## src/rtl/bsq_pkg.sv

```systemverilog
package bsq_pkg;

    typedef enum logic [3:0] {
        ST_OFF      = 4'd0,
        ST_INRUSH   = 4'd1,
        ST_SWON     = 4'd2,
        ST_BOOST25  = 4'd3,
        ST_BOOST50  = 4'd4,
        ST_BOOST75  = 4'd5,
        ST_NORMAL   = 4'd6,
        ST_RESTART  = 4'd7,
        ST_UV_WAIT  = 4'd8,
        ST_OV_WAIT  = 4'd9,
        ST_OT_WAIT  = 4'd10
    } seq_state_e;

    typedef enum logic [1:0] {
        SW_OFF  = 2'd0,
        SW_SRC  = 2'd1,
        SW_FULL = 2'd2
    } sw_mode_e;

    typedef enum logic [2:0] {
        FLT_NONE = 3'd0,
        FLT_UV   = 3'd1,
        FLT_OV   = 3'd2,
        FLT_OT   = 3'd3,
        FLT_OC   = 3'd4
    } fault_e;

    localparam logic [2:0] ILIM_OFF = 3'd0;
    localparam logic [2:0] ILIM_25  = 3'd1;
    localparam logic [2:0] ILIM_50  = 3'd2;
    localparam logic [2:0] ILIM_75  = 3'd3;
    localparam logic [2:0] ILIM_100 = 3'd4;

    function automatic logic is_running(input seq_state_e s);
        return (s == ST_INRUSH)  || (s == ST_SWON)    ||
               (s == ST_BOOST25) || (s == ST_BOOST50) ||
               (s == ST_BOOST75) || (s == ST_NORMAL)  ||
               (s == ST_RESTART);
    endfunction

endpackage

```

## src/rtl/bsq_stage_timer.sv

```systemverilog
module bsq_stage_timer #(
    parameter int LONG_TICKS  = 2048,
    parameter int SHORT_TICKS = 128
) (
    input  logic clk,
    input  logic rst_n,
    input  logic tick_i,
    input  logic clear_i,
    input  logic short_sel_i,
    output logic done_o
);
    localparam int MAX_TICKS = (LONG_TICKS > SHORT_TICKS) ? LONG_TICKS : SHORT_TICKS;
    localparam int CNT_W     = (MAX_TICKS > 1) ? $clog2(MAX_TICKS) : 1;
    localparam logic [CNT_W-1:0] LONG_LAST  = CNT_W'(LONG_TICKS - 1);
    localparam logic [CNT_W-1:0] SHORT_LAST = CNT_W'(SHORT_TICKS - 1);
    localparam logic [CNT_W-1:0] CNT_SAT    = CNT_W'(MAX_TICKS - 1);

    logic [CNT_W-1:0] cnt_q;
    logic [CNT_W-1:0] last;

    assign last   = short_sel_i ? SHORT_LAST : LONG_LAST;
    assign done_o = tick_i && (cnt_q == last);

    always_ff @(posedge clk or negedge rst_n) begin
        if (!rst_n) begin
            cnt_q <= '0;
        end else if (clear_i) begin
            cnt_q <= '0;
        end else if (tick_i && (cnt_q != CNT_SAT)) begin
            cnt_q <= cnt_q + 1'b1;
        end
    end

    // a state change leaves the counter at zero
    assert_clear_on_change_R11: assert property (@(posedge clk) disable iff (!rst_n)
        clear_i |=> (cnt_q == '0));

endmodule

```

## src/rtl/bsq_fault_arbiter.sv

```systemverilog
module bsq_fault_arbiter
    import bsq_pkg::*;
(
    input  logic   uv_i,
    input  logic   ov_i,
    input  logic   ot_i,
    input  logic   oc_i,
    output fault_e fault_o
);
    always_comb begin
        if (uv_i)      fault_o = FLT_UV;
        else if (ov_i) fault_o = FLT_OV;
        else if (ot_i) fault_o = FLT_OT;
        else if (oc_i) fault_o = FLT_OC;
        else           fault_o = FLT_NONE;
    end

    // undervoltage always dominates the other flags
    assert_uv_first_R9: assert final (!uv_i || (fault_o == FLT_UV));

endmodule

```

## src/rtl/bsq_output_map.sv

```systemverilog
module bsq_output_map
    import bsq_pkg::*;
(
    input  logic       clk,
    input  logic       rst_n,
    input  seq_state_e state_i,
    output logic [1:0] sw_mode_o,
    output logic       drv_en_o,
    output logic [2:0] ilim_o,
    output logic       io_en_o
);
    always_comb begin
        sw_mode_o = SW_OFF;
        drv_en_o  = 1'b0;
        ilim_o    = ILIM_OFF;
        io_en_o   = 1'b1;
        unique case (state_i)
            ST_OFF:      io_en_o = 1'b0;
            ST_UV_WAIT:  io_en_o = 1'b0;
            ST_INRUSH:   sw_mode_o = SW_SRC;
            ST_SWON:     sw_mode_o = SW_FULL;
            ST_BOOST25: begin
                sw_mode_o = SW_FULL;
                drv_en_o  = 1'b1;
                ilim_o    = ILIM_25;
            end
            ST_BOOST50: begin
                sw_mode_o = SW_FULL;
                drv_en_o  = 1'b1;
                ilim_o    = ILIM_50;
            end
            ST_BOOST75: begin
                sw_mode_o = SW_FULL;
                drv_en_o  = 1'b1;
                ilim_o    = ILIM_75;
            end
            ST_NORMAL: begin
                sw_mode_o = SW_FULL;
                drv_en_o  = 1'b1;
                ilim_o    = ILIM_100;
            end
            ST_RESTART, ST_OV_WAIT, ST_OT_WAIT: begin
                sw_mode_o = SW_OFF;
            end
            default: io_en_o = 1'b0;
        endcase
    end

    // the driver never runs unless the input switch is fully closed
    assert_drv_needs_switch_R3: assert property (@(posedge clk) disable iff (!rst_n)
        drv_en_o |-> (sw_mode_o == SW_FULL));

endmodule

```

## src/rtl/bsq_sequencer.sv

```systemverilog
module bsq_sequencer
    import bsq_pkg::*;
#(
    parameter int LONG_TICKS  = 2048,
    parameter int SHORT_TICKS = 128
) (
    input  logic       clk,
    input  logic       rst_n,
    input  logic       tick_i,
    input  logic       en_n_i,
    input  logic       uv_i,
    input  logic       uv_clear_i,
    input  logic       oc_i,
    input  logic       ov_i,
    input  logic       ov_clear_i,
    input  logic       ot_i,
    input  logic       ot_clear_i,
    output logic [1:0] sw_mode_o,
    output logic       drv_en_o,
    output logic [2:0] ilim_o,
    output logic       io_en_o
);
    seq_state_e st_q, st_d, run_next;
    fault_e     fault;
    logic       stage_done;
    logic       state_change;

    assign state_change = (st_d != st_q);

    bsq_stage_timer #(
        .LONG_TICKS (LONG_TICKS),
        .SHORT_TICKS(SHORT_TICKS)
    ) timer_i (
        .clk        (clk),
        .rst_n      (rst_n),
        .tick_i     (tick_i),
        .clear_i    (state_change),
        .short_sel_i(st_q == ST_SWON),
        .done_o     (stage_done)
    );

    bsq_fault_arbiter arb_i (
        .uv_i   (uv_i),
        .ov_i   (ov_i),
        .ot_i   (ot_i),
        .oc_i   (oc_i),
        .fault_o(fault)
    );

    // next state of a running state: faults first, then the ramp
    always_comb begin
        run_next = st_q;
        unique case (fault)
            FLT_UV: run_next = ST_UV_WAIT;
            FLT_OV: run_next = ST_OV_WAIT;
            FLT_OT: run_next = ST_OT_WAIT;
            FLT_OC: run_next = ST_RESTART;
            FLT_NONE: begin
                unique case (st_q)
                    ST_INRUSH:  if (stage_done) run_next = ST_SWON;
                    ST_SWON:    if (stage_done) run_next = ST_BOOST25;
                    ST_BOOST25: if (stage_done) run_next = ST_BOOST50;
                    ST_BOOST50: if (stage_done) run_next = ST_BOOST75;
                    ST_BOOST75: if (stage_done) run_next = ST_NORMAL;
                    ST_RESTART: run_next = ST_INRUSH;
                    default:    run_next = st_q;
                endcase
            end
            default: run_next = st_q;
        endcase
    end

    always_comb begin
        st_d = st_q;
        if (en_n_i) begin
            st_d = ST_OFF;
        end else begin
            unique case (st_q)
                ST_OFF:     st_d = ST_INRUSH;
                ST_UV_WAIT: if (uv_clear_i) st_d = ST_INRUSH;
                ST_OV_WAIT: if (ov_clear_i) st_d = ST_INRUSH;
                ST_OT_WAIT: if (ot_clear_i) st_d = ST_INRUSH;
                ST_INRUSH, ST_SWON, ST_BOOST25, ST_BOOST50,
                ST_BOOST75, ST_NORMAL, ST_RESTART:
                            st_d = run_next;
                default:    st_d = ST_OFF;
            endcase
        end
    end

    always_ff @(posedge clk or negedge rst_n) begin
        if (!rst_n) st_q <= ST_OFF;
        else        st_q <= st_d;
    end

    bsq_output_map map_i (
        .clk      (clk),
        .rst_n    (rst_n),
        .state_i  (st_q),
        .sw_mode_o(sw_mode_o),
        .drv_en_o (drv_en_o),
        .ilim_o   (ilim_o),
        .io_en_o  (io_en_o)
    );

    // a high enable pin shuts everything down on the next clock
    assert_off_when_disabled_R1: assert property (@(posedge clk) disable iff (!rst_n)
        en_n_i |=> (sw_mode_o == 2'd0 && !drv_en_o && ilim_o == 3'd0 && !io_en_o));

    // the current limit only steps up one level at a time or drops to zero
    assert_ilim_step_R3: assert property (@(posedge clk) disable iff (!rst_n)
        (ilim_o != 3'd0) |-> (ilim_o == $past(ilim_o) || ilim_o == $past(ilim_o) + 3'd1));

    // NORMAL holds with no fault and enable low
    assert_normal_hold_R4: assert property (@(posedge clk) disable iff (!rst_n)
        (st_q == ST_NORMAL && !en_n_i && !uv_i && !ov_i && !ot_i && !oc_i) |=> (st_q == ST_NORMAL));

    // a lone overcurrent opens the power path on the next clock
    assert_oc_break_R5: assert property (@(posedge clk) disable iff (!rst_n)
        (is_running(st_q) && !en_n_i && oc_i && !uv_i && !ov_i && !ot_i)
        |=> (sw_mode_o == 2'd0 && !drv_en_o && io_en_o));

    // the overvoltage wait persists until its recovery flag
    assert_ov_wait_R6: assert property (@(posedge clk) disable iff (!rst_n)
        (st_q == ST_OV_WAIT && !en_n_i && !ov_clear_i) |=> (st_q == ST_OV_WAIT));

    // the over-temperature wait persists until its recovery flag
    assert_ot_wait_R7: assert property (@(posedge clk) disable iff (!rst_n)
        (st_q == ST_OT_WAIT && !en_n_i && !ot_clear_i) |=> (st_q == ST_OT_WAIT));

    // an undervoltage in a running state drops the I/O enable
    assert_uv_io_off_R8: assert property (@(posedge clk) disable iff (!rst_n)
        (is_running(st_q) && !en_n_i && uv_i) |=> !io_en_o);

    // with enable low, OFF always proceeds to INRUSH whatever the faults
    assert_off_ignores_faults_R10: assert property (@(posedge clk) disable iff (!rst_n)
        (st_q == ST_OFF && !en_n_i) |=> (sw_mode_o == 2'd1));

endmodule

```

## config.mk

```make
export PLATFORM = sky130hd
export DESIGN_NAME = bsq_sequencer
export DESIGN_NICKNAME = d
export VERILOG_FILES = /design/src/rtl/bsq_pkg.sv /design/src/rtl/bsq_stage_timer.sv /design/src/rtl/bsq_fault_arbiter.sv /design/src/rtl/bsq_output_map.sv /design/src/rtl/bsq_sequencer.sv
export SDC_FILE = /design/constraint.sdc
export NUM_CORES = 1
export LEC_CHECK = 0
export ABC_AREA = 1
export CAP_MARGIN = 0
export CORE_ASPECT_RATIO = 0.7
export CORE_UTILIZATION = 50
export DETAILED_ROUTE_END_ITERATION = 7
export PLACE_DENSITY_LB_ADDON = 0.12
export SKIP_CTS_REPAIR_TIMING = 1
export SYNTH_ARGS = -nofsm -noshare
export SYNTH_HDL_FRONTEND = slang
export SYNTH_HIERARCHICAL = 1
export SYNTH_SLANG_ARGS = --single-unit
```

## constraint.sdc

```tcl
create_clock -name clk -period 2.7 [get_ports clk]
set_input_delay 0.27 -clock clk [delete_from_list [all_inputs] [get_ports clk]]
set_output_delay 0.27 -clock clk [all_outputs]
set_load 0.1 [all_outputs]
```

==> results.md <==
* Power density over cell area at 500 nW/um2
* Int Pwr at 0.486 mW
* Fmax at 0.392 GHz
* Count of yosys warnings during synthesis at 6
* PortBufs at 17
* Min cycle time layout at 2550 ps
* Post-synth ARST share at 1.00
* Wire length of the first global-routing pass at 5090 um
* Clock Pin Slew Worst Setup and Hold Paths at 60 ps
* Dominant register cell in the synthesized netlist: dfrtp_1
* Worst-case reg-to-reg path depth at 20
* Number of global-route vias before repair at 1111
* Portion of total power attributed to the clock network at 0.217
* Total count of max-transition violations in the final report at 0
* Count of endpoints failing hold in the final timing report at 0
* Chip Height at 45.5 um
* Maximum number of pins on one net before global-route repair at 16
* Effective utilization at floorplan at 0.538
* Site row count at 15
* Number of storage elements in the synthesis netlist at 15
* Total design power at 0.857 mW
* Area of combinational cells with multiple inputs at 853 um2
* Via total after detailed routing at 1453
* Proportion of power drawn by flip-flops and latches at 0.301
* Via density per instance at 4.98
* Number of levels in the clock H-tree at 1
* Number of nets with antenna violations after detailed routing at 0
* Post-route worst setup slack at 151 ps
* Register Area at 375 um2
* Least-Margin Pin Slew at 680 ps
* Leakage power at 0.917 nW
* Min-delay worst type: primary input to asynchronous set/reset pin
* Global router's overall resource usage at 0.229
* TritonCTS clock tree: built
* Routed Wire Length at 3190 um
* Outcome: finished clean
* EDFF count, synth at 0
* Number of instances in the synthesized netlist at 226
* Final hold slack at 431 ps
* Required time at the endpoint of the critical path at 2890 ps
* First DRT Iteration DRCs at 99
* Detailed-routing iteration count for the pre-antenna-repair pass at 5
* # diodes at 0
* Core Util, Final at 0.682
* Setup crit end kind: flip-flop
* Half-perimeter wire length after detailed placement at 2330 um
* Maximum resistive drop on vdd at 265 uV
* Core ar. at 2510 um2
* Class of the most critical setup path: flip-flop to flip-flop
* Wirelength per Cell at 10.9 um
* Remaining global-route overflow at 0
* Die footprint at 2920 um2
* Post-Syn Area at 1350 um2
* Highest-count cells in the layout ignoring fill and taps: nand2_1 (74), inv_1 (27), nor2_1 (24), nand3_1 (21), buf_4 (17)
* Sequential-to-total area share from yosys stat at 0.277
* Net Count, Synth at 238
* Largest fanout on the critical path at 6
* Clock latency on the worst-skew pair at 250 ps
* Final layout net count at 271
* Part of the cycle the worst path needs at 0.944
* Number of fill cells at 240
* Cell area after placement at 1580 um2
* Slew Limit Headroom at 0.545
* Combinational fraction of design power at 0.483
* Worst R2R Setup Slack at 150 ps
* Horizontal die dimension at 64.2 um
* Share of cells above drive strength 1 at 0.236
* Clock root buffer: clkbuf_8
* Worst-case setup slack after placement at 168 ps
* Antenna violations before repair at 0
* Average size of a mapped cell at 5.99 um2
* Detailed-route DRC error count at 0
* Total clock sinks at 15
* Clock buffers created by TritonCTS at 3
* Kind of launch point of the worst setup path: flip-flop
* Post-route clock skew at 1.97 ps
* Netlist cell types at 26
* Data arrival time of the worst path at 2740 ps
* Most common cell after layout, fill and taps aside: nand2_1
* Switching part of the total at 0.432
* Switching Power at 0.371 mW
* Final Cell Area at 1720 um2
* Number of maximum-capacitance constraint violations at 0
* Maximum clock insertion buffer count at 2
* Synthesis-to-finish area growth at 26.7%
* IO Pins at 18
* Final GP Congestion at 0.889
* # setup viols final at 0
==> sequential cells by signal (all words and copies together) (netlist names) <==
| name | cells |
|---|---|
| timer_i/cnt_q | 11 |
| st_q | 4 |
==> critical path, stage by stage (launching register included) <==
cell     delay [ps]
dfrtp_1         380
ha_2            200
nand2_2          70
inv_2            70
nand2_2          60
nor2_2          150
nand4_1         120
nor2_2          170
nand2_1          90
buf_4           140
nand2_1          50
nand4_1          70
nand2_1          70
nand2_1          70
xor2_1          150
nor2_1          110
nand2_1         110
buf_6           150
nor3_2          160
nand2_1          70
nand2_1          60
==> stage by stage <==
stage | std cells | setup TNS, ps
CTS | 286 | 0
detailed placement | 282 | 0
floorplan | 226 | 0
global placement | 282 | 0
finish | 292 | 0
global route | 292 | -152
==> kinds of logic (layout without fill, tap and decap cells) <==
group,count (synthesis),after routing,synth area share
buffers and inverters,40,71,0.126
AOI/OAI and AO/OA,12,12,0.0518
DFF,15,15,0.277
adders and majority gates,1,1,0.00924
xor gates and xnor gates,2,2,0.0129
and+or+nand+nor,156,157,0.523
==> cells in the mapped netlist (4+ instances only) <==
master,number,share of area
inv_1,29,0.080
o21ai_0,4,0.015
nand2_1,79,0.22
nand3_1,21,0.078
inv_2,8,0.022
nor3_1,5,0.018
dfrtp_1,15,0.28
nor2_1,27,0.075
nor2_2,5,0.023
nand4_1,8,0.037
==> routing by layer <==
metal  up-vias  track usage  share of wire
met5         -            0              0
met4         0       0.0400         0.0038
met3         2       0.0525          0.089
met2        66        0.294           0.39
li1        776            -              -
met1       609        0.375           0.52
==> final cells by class <==
type | instances | area share
clock buffer | 3 | 0.0241
tap | 34 | 0.0248
sequential | 15 | 0.219
multi-input combinational | 172 | 0.497
timing repair buffer | 29 | 0.146
inverter | 38 | 0.0861
clock inverter | 1 | 0.00292
==> final timing paths <==
| check | startpoint | end |
|---|---|---|
| setup reg to reg | timer_i/cnt_q[1] | timer_i/cnt_q[2] |
| hold / removal | rst_n | timer_i/cnt_q[3] |
| setup / recovery | timer_i/cnt_q[1] | timer_i/cnt_q[2] |
| min in group clk | timer_i/cnt_q[6] | timer_i/cnt_q[6] |
| hold reg to reg | timer_i/cnt_q[6] | timer_i/cnt_q[6] |
| max in group asynchronous | rst_n | timer_i/cnt_q[8] |
==> power groups by stage <==
| stage | Clock (mW) | Combinational (mW) | Sequential [mW] |
|---|---|---|---|
| 2_1_floorplan | 0 | 0.260 | 0.263 |
| 3_3_place_gp | 0 | 0.365 | 0.260 |
| 3_5_place_dp | 0 | 0.366 | 0.259 |
| 4_1_cts | 0.194 | 0.366 | 0.255 |
| 5_1_grt | 0.204 | 0.451 | 0.259 |
| 6_report | 0.186 | 0.414 | 0.258 |
(Power assumes the default switching activity.)
